**config.mk**
```make
export PLATFORM = sky130hd
export DESIGN_NAME = alu2_exec
export DESIGN_NICKNAME = d
export VERILOG_FILES = /design/src/rtl/alu2_pkg.sv /design/src/rtl/alu2_sum.sv /design/src/rtl/alu2_mul.sv /design/src/rtl/alu2_logic.sv /design/src/rtl/alu2_exec.sv
export SDC_FILE = /design/constraint.sdc
export NUM_CORES = 2
export LEC_CHECK = 0
export BUFFER_PORTS_ARGS = -buffer_cell sky130_fd_sc_hd__buf_2
export CAP_MARGIN = 20
export CORE_UTILIZATION = 61
export CTS_BUF_LIST = sky130_fd_sc_hd__clkbuf_8
export DETAILED_ROUTE_END_ITERATION = 6
export HOLD_SLACK_MARGIN = 0.15
export PLACE_DENSITY = 0.78
export SLEW_MARGIN = 10
export SYNTH_ARGS = -nofsm -noshare
export SYNTH_HDL_FRONTEND = slang
export SYNTH_SLANG_ARGS = --single-unit
```
**constraint.sdc**
```tcl
create_clock -name clk -period 24.7 [get_ports clk]
set_clock_uncertainty 0.2 [all_clocks]
set_input_delay 2.47 -clock clk [delete_from_list [all_inputs] [get_ports clk]]
set_output_delay 2.47 -clock clk [all_outputs]
set_load 0.02 [all_outputs]
```
**src/rtl/alu2_pkg.sv**
```systemverilog
package alu2_pkg;
  localparam int OP_W = 3;

  typedef enum logic [OP_W-1:0] {
    OPC_ADD   = 3'd0,
    OPC_CARRY = 3'd1,
    OPC_MULHI = 3'd2,
    OPC_MULLO = 3'd3,
    OPC_OR    = 3'd4,
    OPC_AND   = 3'd5,
    OPC_XOR   = 3'd6,
    OPC_RSVD  = 3'd7
  } alu2_op_e;
endpackage

```
**src/rtl/alu2_sum.sv**
```systemverilog
// Adder producing the low word and the carry-out from the same operands.
module alu2_sum #(
  parameter int W = 32
) (
  input  logic [W-1:0] a,
  input  logic [W-1:0] b,
  output logic [W-1:0] sum,
  output logic         cout
);
  localparam int SW = W + 1;

  logic [SW-1:0] wide;

  always_comb begin
    wide = {1'b0, a} + {1'b0, b};
    sum  = wide[W-1:0];
    cout = wide[W];
  end
endmodule

```
**src/rtl/alu2_mul.sv**
```systemverilog
// Unsigned full product. SPLIT selects a four-partial-product form built
// from half-width multipliers instead of one wide multiply.
module alu2_mul #(
  parameter int W     = 32,
  parameter bit SPLIT = 1'b0
) (
  input  logic [W-1:0] a,
  input  logic [W-1:0] b,
  output logic [W-1:0] hi,
  output logic [W-1:0] lo
);
  localparam int PW = 2 * W;
  localparam int H  = W / 2;
  localparam int L  = W - H;

  logic [PW-1:0] prod;

  generate
    if (SPLIT) begin : g_split
      logic [W-1:0]  ah, al, bh, bl;
      logic [W-1:0]  m_hh, m_hl, m_lh, m_ll;
      logic [PW-1:0] e_hh, e_hl, e_lh, e_ll;

      always_comb begin
        ah   = {{L{1'b0}}, a[W-1:L]};
        al   = {{H{1'b0}}, a[L-1:0]};
        bh   = {{L{1'b0}}, b[W-1:L]};
        bl   = {{H{1'b0}}, b[L-1:0]};
        m_hh = ah * bh;
        m_hl = ah * bl;
        m_lh = al * bh;
        m_ll = al * bl;
        e_hh = {{W{1'b0}}, m_hh} << (2 * L);
        e_hl = {{W{1'b0}}, m_hl} << L;
        e_lh = {{W{1'b0}}, m_lh} << L;
        e_ll = {{W{1'b0}}, m_ll};
        prod = e_hh + e_hl + e_lh + e_ll;
      end
    end else begin : g_direct
      always_comb begin
        prod = {{W{1'b0}}, a} * {{W{1'b0}}, b};
      end
    end
  endgenerate

  assign hi = prod[PW-1:W];
  assign lo = prod[W-1:0];
endmodule

```
**src/rtl/alu2_logic.sv**
```systemverilog
// Bitwise unit; selects among OR, AND and XOR.
module alu2_logic
  import alu2_pkg::*;
#(
  parameter int W = 32
) (
  input  alu2_op_e     op,
  input  logic [W-1:0] a,
  input  logic [W-1:0] b,
  output logic [W-1:0] y
);
  always_comb begin
    unique case (op)
      OPC_OR:  y = a | b;
      OPC_AND: y = a & b;
      OPC_XOR: y = a ^ b;
      default: y = '0;
    endcase
  end
endmodule

```
**src/rtl/alu2_exec.sv**
```systemverilog
// Two-source execution unit with registered result and no flag state.
module alu2_exec
  import alu2_pkg::*;
#(
  parameter int W         = 32,
  parameter bit MUL_SPLIT = 1'b0
) (
  input  logic            clk,
  input  logic            rst,
  input  logic            in_valid,
  input  logic [OP_W-1:0] in_op,
  input  logic [W-1:0]    in_a,
  input  logic [W-1:0]    in_b,
  output logic            out_valid,
  output logic [W-1:0]    out_result
);
  alu2_op_e     op;
  logic [W-1:0] sum_w, mul_hi, mul_lo, bit_y, nxt;
  logic         sum_c;

  assign op = alu2_op_e'(in_op);

  alu2_sum #(.W(W)) u_sum (
    .a(in_a), .b(in_b), .sum(sum_w), .cout(sum_c)
  );

  alu2_mul #(.W(W), .SPLIT(MUL_SPLIT)) u_mul (
    .a(in_a), .b(in_b), .hi(mul_hi), .lo(mul_lo)
  );

  alu2_logic #(.W(W)) u_logic (
    .op(op), .a(in_a), .b(in_b), .y(bit_y)
  );

  always_comb begin
    case (op)
      OPC_ADD:                  nxt = sum_w;
      OPC_CARRY:                nxt = {{(W-1){1'b0}}, sum_c};
      OPC_MULHI:                nxt = mul_hi;
      OPC_MULLO:                nxt = mul_lo;
      OPC_OR, OPC_AND, OPC_XOR: nxt = bit_y;
      default:                  nxt = '0;
    endcase
  end

  always_ff @(posedge clk) begin
    if (rst) begin
      out_valid  <= 1'b0;
      out_result <= '0;
    end else begin
      out_valid <= in_valid;
      if (in_valid) out_result <= nxt;
    end
  end

  // reset clears the result register
  p_reset_clear_r1: assert property (@(posedge clk)
    rst |=> (!out_valid && out_result == '0));

  // valid follows input valid by one cycle
  p_valid_rise_r2: assert property (@(posedge clk) disable iff (rst)
    in_valid |=> out_valid);
  p_valid_drop_r2: assert property (@(posedge clk) disable iff (rst)
    !in_valid |=> !out_valid);

  // carry result occupies bit 0 only
  p_carry_bit_r4: assert property (@(posedge clk) disable iff (rst)
    (in_valid && in_op == 3'd1) |=> (out_result[W-1:1] == '0));

  // undefined opcode returns zero
  p_rsvd_zero_r8: assert property (@(posedge clk) disable iff (rst)
    (in_valid && in_op == 3'd7) |=> (out_result == '0));

  // idle cycles leave the result untouched
  p_idle_hold_r9: assert property (@(posedge clk) disable iff (rst)
    !in_valid |=> $stable(out_result));
endmodule

```
# Yosys cells after proc, flatten, opt, wreduce, memory -nomap -nowiden
# Cells that the tools add are included.
# W data, S select, Z words.
dict set report word_totals {
  ff_bits 33
  input_bits 70
  out_inout_bits 33
  wordCells 17
}
dict set report op_classes {
  n_addsub 1
  multipliers 1
  n_eq_ne 6
  muxes 2
  n_bitwise 3
  reduce_logical 2
}
# cell count
set op_table {}
lappend op_table {{$pmux W32 S5} 1}
lappend op_table {{$pmux W32 S3} 1}
lappend op_table {{$mul A32 B32 Y64} 1}
lappend op_table {{$add A32 B32 Y33} 1}
lappend op_table {{$and A32 B32 Y32} 1}
lappend op_table {{$or A32 B32 Y32} 1}
lappend op_table {{$xor A32 B32 Y32} 1}
lappend op_table {{$eq A3 B3 Y1 const B} 3}
lappend op_table {{$eq A3 B2 Y1 const B} 2}
lappend op_table {{$eq A3 B1 Y1 const B} 1}
lappend op_table {{$logic_not A3 Y1} 1}
lappend op_table {{$reduce_or A3 Y1} 1}

# Longest topological paths before layout
dict set report logic_depth {
  ltp_word 3
  depth_mapped 30
}

# Hierarchy
# From an unflattened synthesis, not the netlist that was laid out.
dict set report hier_totals {
  cells_unflattened 4462
  area_unflattened_um2 39552.9
}
# mod n_inst cells_per_inst area_per_inst_um2 seq_area_each_um2
set by_module_without_submodules {}
lappend by_module_without_submodules {alu2_mul 1 3696 33285.7 0.0}
lappend by_module_without_submodules {alu2_exec 1 237 2260.9 660.6}
lappend by_module_without_submodules {alu2_logic 1 275 2257.2 0.0}
lappend by_module_without_submodules {alu2_sum 1 254 1749.2 0.0}

# Least setup slack after synthesis
# No wires, ideal clock.
dict set report synth_timing {
  path_type {input port to flip-flop}
  from {in in_b[9]}
  to {reg out_result[31]}
  t_arrival_ps 9435
  path_slack_ps 14945
  stages 25
  n_path_buf 2
  cell_sequence {clkbuf_1 clkinv_1 buf_1 nor2_1 fa_1 fa_1 inv_1 fa_1 fa_1 fa_1 inv_1 fa_1 fa_1 fa_1 ha_1 a21oi_2 o21bai_1 a21o_1 a211oi_1 o21bai_1 o31a_1 a211oi_2 o31ai_1 and3b_1 a211o_1}
}
dict set report synth_between {
  elab_chain_len 2
  word_cells_on_any_way 3
}
# element line_no
set synth_rtl {}
lappend synth_rtl {{from (decl)} alu2_exec.sv:13} ;# input logic [W-1:0] in_b,
lappend synth_rtl {{$mul A32 B32 Y64 or $add A32 B32 Y33 (tied branches)} {alu2_mul.sv:41, alu2_sum.sv:15}}
lappend synth_rtl {{$pmux W32 S5 (*)} alu2_exec.sv:36} ;# case (op)
lappend synth_rtl {{to (signal assigned)} alu2_exec.sv:52} ;# if (in_valid) out_result <= nxt;
lappend synth_rtl {{to (decl)} alu2_exec.sv:15} ;# output logic [W-1:0] out_result
# Mark *: on every way between the ends. The rest lies on a longest branch, timed or not.
# A chain may end at the register's enable or synchronous reset.

# Worst setup path in the final report
dict set report layout_timing {
  from {in in_a[11]}
  to {reg out_result[30]}
}
dict set report layout_between {
  elab_chain_len 2
  word_cells_on_any_way 3
}
# element line_no
set layout_rtl {}
lappend layout_rtl {{from (decl)} alu2_exec.sv:12} ;# input logic [W-1:0] in_a,
lappend layout_rtl {{$mul A32 B32 Y64 or $add A32 B32 Y33 (tied branches)} {alu2_mul.sv:41, alu2_sum.sv:15}}
lappend layout_rtl {{$pmux W32 S5 (*)} alu2_exec.sv:36}
# Marks and branches as above.

==> out/results.txt <==
The number of I/O port buffers is 102. Once the floorplan was initialized, standard cells occupied 62.1% of the core. For the remaining max-slew budget at the tightest pin, the log shows 23.0%. The tools report the end of the worst register-to-register path as out_result[28]. The cell sitting at the root of the clock tree is a sky130_fd_sc_hd__clkbuf_8.

From synthesis to final layout, the design area changed by 2.57%. The critical path starts at in_a[11]. The path class of the tightest hold or removal check is flip-flop to flip-flop.

The data arrival at the endpoint of the critical path is 11.27 ns. Setup repair after global routing left no endpoint under its margin. The post-synthesis async set-or-reset flop share came out at 0%. After technology mapping, the gate count stands at 4421. The setup path with the least slack is of type primary input to flip-flop. Summing over every cut layer, the via total after detailed routing is 31.4k. For this run, the post-layout net count is 5614. Measured along the y axis, the die boundary spans 248 um. Final hold violation count: 0. The horizontal die dimension came out at 248 um. The setup slack at placement was 13.30 ns. The share of the Yosys chip area taken by registers is 1.79%. The maximum net fanout on the critical path came out at 19. The biggest area contributor in the post-synthesis netlist is sky130_fd_sc_hd__fa_1. The initial antenna violation count is 2.

The topmost layer with routed signal wires is met4. During synthesis, Yosys emitted a total of 0 warnings. Dividing the detail-routed via count by the number of cells gives 6.16. The library cell used most frequently in the layout, excluding fill and tap cells, is sky130_fd_sc_hd__inv_1.

At the pin with the least slew margin, the transition time is 1.15 ns. Timing would allow up to 88.6 MHz. Counting I/O delays and the setup requirement, the final critical path takes 11.29 ns. The tools report the setup slack of the worst register-to-register path as 23.12 ns. Cell depth of the worst min-delay path: 1. The worst endpoint required time is 24.68 ns, and the final number of max-transition violations is 0. The logs give 2 for the number of levels in the clock H-tree and 0 for the DRC violation count after routing.

In this run the critical register-to-register path is launched from out_result[28]. Routability-driven placement finished with a final weighted congestion of 1.04. The library cells used most frequently in the layout, excluding fill and tap cells, are 937 x sky130_fd_sc_hd__inv_1, 896 x sky130_fd_sc_hd__fa_1, 632 x sky130_fd_sc_hd__nor2_1. The layout cell share with drive strength beyond 1 works out to 4.88%.

The tools report the maximum count of clock buffers along a single path as 2. Entering global routing, the biggest net connects 51 pins. Wire length per cell: 25.1 um. Dividing the final minimum period by the clock period gives 45.7%. The total placed instance area was 37800 um^2; the final count of negative-setup-slack endpoints was 0. The tools report the number of setup buffers added after CTS as 0. After global routing the overflow that remains totals 0. The first-pass iteration count of the detailed router was 6; the post-cts repair resize count was 0. The run finished with clean final reports.

The logs give 0.28 ns for the insertion delay of the later-clocked pin in the worst-skew pair and 194000 um for the global-route wire length before repair. The cell area that synthesis handed to floorplanning was 36900 um^2. The wire length on met3 was 14400 um. The net count after synthesis was 5716. In the post-route analysis, the smallest setup slack over all paths is 13.41 ns. Counting flops and latches in the post-synthesis netlist gives 33.

Across the run, the number of max-cap violations was 0. The remaining number of nets flagged by the antenna check after routing is 0, and the count of flip-flops with a built-in enable after synthesis is 0. The detailed-routed wire length on met2 was 58100 um; the final design area excluding fillers was 37900 um^2.

STA classifies the critical path startpoint as a primary input. The post-DP HPWL is 104000 um. After clock tree synthesis, the clock-pin slew on the worst setup and hold paths is 0.08 ns. The worst hold path begins at out_result[8]. The worst hold path terminates at out_result[8]. Across every metal layer, demand over resource in global routing totals 43.1%. The tools report the hold buffer count at CTS as 0.

Measured on the finished design, the core utilization comes to 63.7%. Dividing the synthesized area by the synthesized cell count gives 8.36 um^2. In the synthesized netlist the dominant register cell turns out to be sky130_fd_sc_hd__dfxtp_1.

The netlist uses 90 different library cells. The number of global-route vias before repair is 32.5k. The endpoint class of the critical path was a flip-flop. The setup total negative slack is 0 ns, and the die area is 61500 um^2. The cell row count is 89. TritonCTS built the clock tree. The tools report the routed length on met1 as 45000 um. The clock buffer count from CTS is 5, and the top-area cell type share of the netlist area is 48.6%. The clock drives 33 sinks. The I/O pin count came out at 103. In this run the standard cell core region covers 59500 um^2. In this run, the number of DRC markers left after iteration 0 of detailed routing was 3053. Yosys attributes the largest share of cell area to sky130_fd_sc_hd__fa_1 49%, sky130_fd_sc_hd__ha_1 11%, sky130_fd_sc_hd__inv_1 9.5%. The count of cells along the worst register-to-register path is 4. For this block, the routed nets add up to 128000 um of wire.
layer usage:
| layer | vias up | track usage [%] |
|---|---|---|
| met5 | - | 0 |
| met4 | 0 | 27.8 |
| met3 | 506 | 9.70 |
| met2 | 1924 | 67.7 |
| met1 | 15900 | 53.8 |
| li1 | 13100 | - |
state kept, by name, summed over array words and instances, names as in the netlist:
signal,count
out_result,32
out_valid,1
worst max-delay path by stage:
stage | end | cells past startpoint
2_1_floorplan | out_result[31] | 25
3_3_place_gp | out_result[19] | 26
3_5_place_dp | out_result[30] | 23
4_1_cts | out_result[30] | 23
5_1_grt | out_result[19] | 26
6_report | out_result[30] | 24
through the flow:
stage | instances | hold slack (ns)
finish | 5094 | 0.283
global route | 5094 | 0.304
CTS | 5093 | 0.281
detailed placement | 5085 | 0.262
global placement | 5084 | 0.264
floorplan | 4421 | 0.354
cell type report:
class	count	area, um^2
Antenna cell	1	2.50
Clock buffer	5	68.8
Clock inverter	3	17.5
Fill cell	5138	21600
Inverter	960	3600
Multi-Input combinational cell	3173	31700
Sequential cell	33	661
Tap cell	773	967
Timing Repair Buffer	146	861
logic make-up (layout without fill, tap and decap cells):
logic type | after synthesis | in the layout | synth area share [%]
AO/OA/AOI/OAI | 474 | 474 | 8.61
adder cells (fa/ha/maj) | 1225 | 1225 | 59.7
flip-flops | 33 | 33 | 1.79
AND/OR/NAND/NOR | 1373 | 1373 | 15.0
XOR/XNOR | 74 | 74 | 1.75
other | 0 | 1 | 0
buffers and inverters | 1215 | 1114 | 12.4
multiplexers | 27 | 27 | 0.762
cell usage after synthesis, types with 33 or more instances:
library cell / number
sky130_fd_sc_hd__o21ai_0: 98
sky130_fd_sc_hd__fa_1: 896
sky130_fd_sc_hd__ha_1: 329
sky130_fd_sc_hd__xnor2_1: 47
sky130_fd_sc_hd__a21oi_1: 129
sky130_fd_sc_hd__nor2_1: 632
sky130_fd_sc_hd__dfxtp_1: 33
sky130_fd_sc_hd__buf_1: 39
sky130_fd_sc_hd__inv_1: 937
sky130_fd_sc_hd__nand2_1: 582
sky130_fd_sc_hd__a21o_1: 49
sky130_fd_sc_hd__clkbuf_1: 210
critical path: stages:
cell and delay (ns):
sky130_fd_sc_hd__buf_2 0.43, sky130_fd_sc_hd__clkinv_1 0.93, sky130_fd_sc_hd__nor2_1 0.40, sky130_fd_sc_hd__fa_1 0.50, sky130_fd_sc_hd__fa_1 0.45, sky130_fd_sc_hd__fa_1 0.54
sky130_fd_sc_hd__inv_1 0.05, sky130_fd_sc_hd__fa_1 0.48, sky130_fd_sc_hd__inv_1 0.05, sky130_fd_sc_hd__fa_1 0.50, sky130_fd_sc_hd__inv_1 0.06, sky130_fd_sc_hd__fa_1 0.56
sky130_fd_sc_hd__inv_1 0.06, sky130_fd_sc_hd__fa_1 0.51, sky130_fd_sc_hd__fa_1 0.43, sky130_fd_sc_hd__ha_1 0.47, sky130_fd_sc_hd__nand4_1 0.15, sky130_fd_sc_hd__or3_1 0.38
sky130_fd_sc_hd__o211ai_2 0.30, sky130_fd_sc_hd__nand2_1 0.16, sky130_fd_sc_hd__xnor2_1 0.21, sky130_fd_sc_hd__a2111oi_0 0.78, sky130_fd_sc_hd__nand3_1 0.17, sky130_fd_sc_hd__a22o_1 0.22
Power is not shown: default switching activity piles up to over one toggle a cycle in this logic, so the estimate is an artifact.
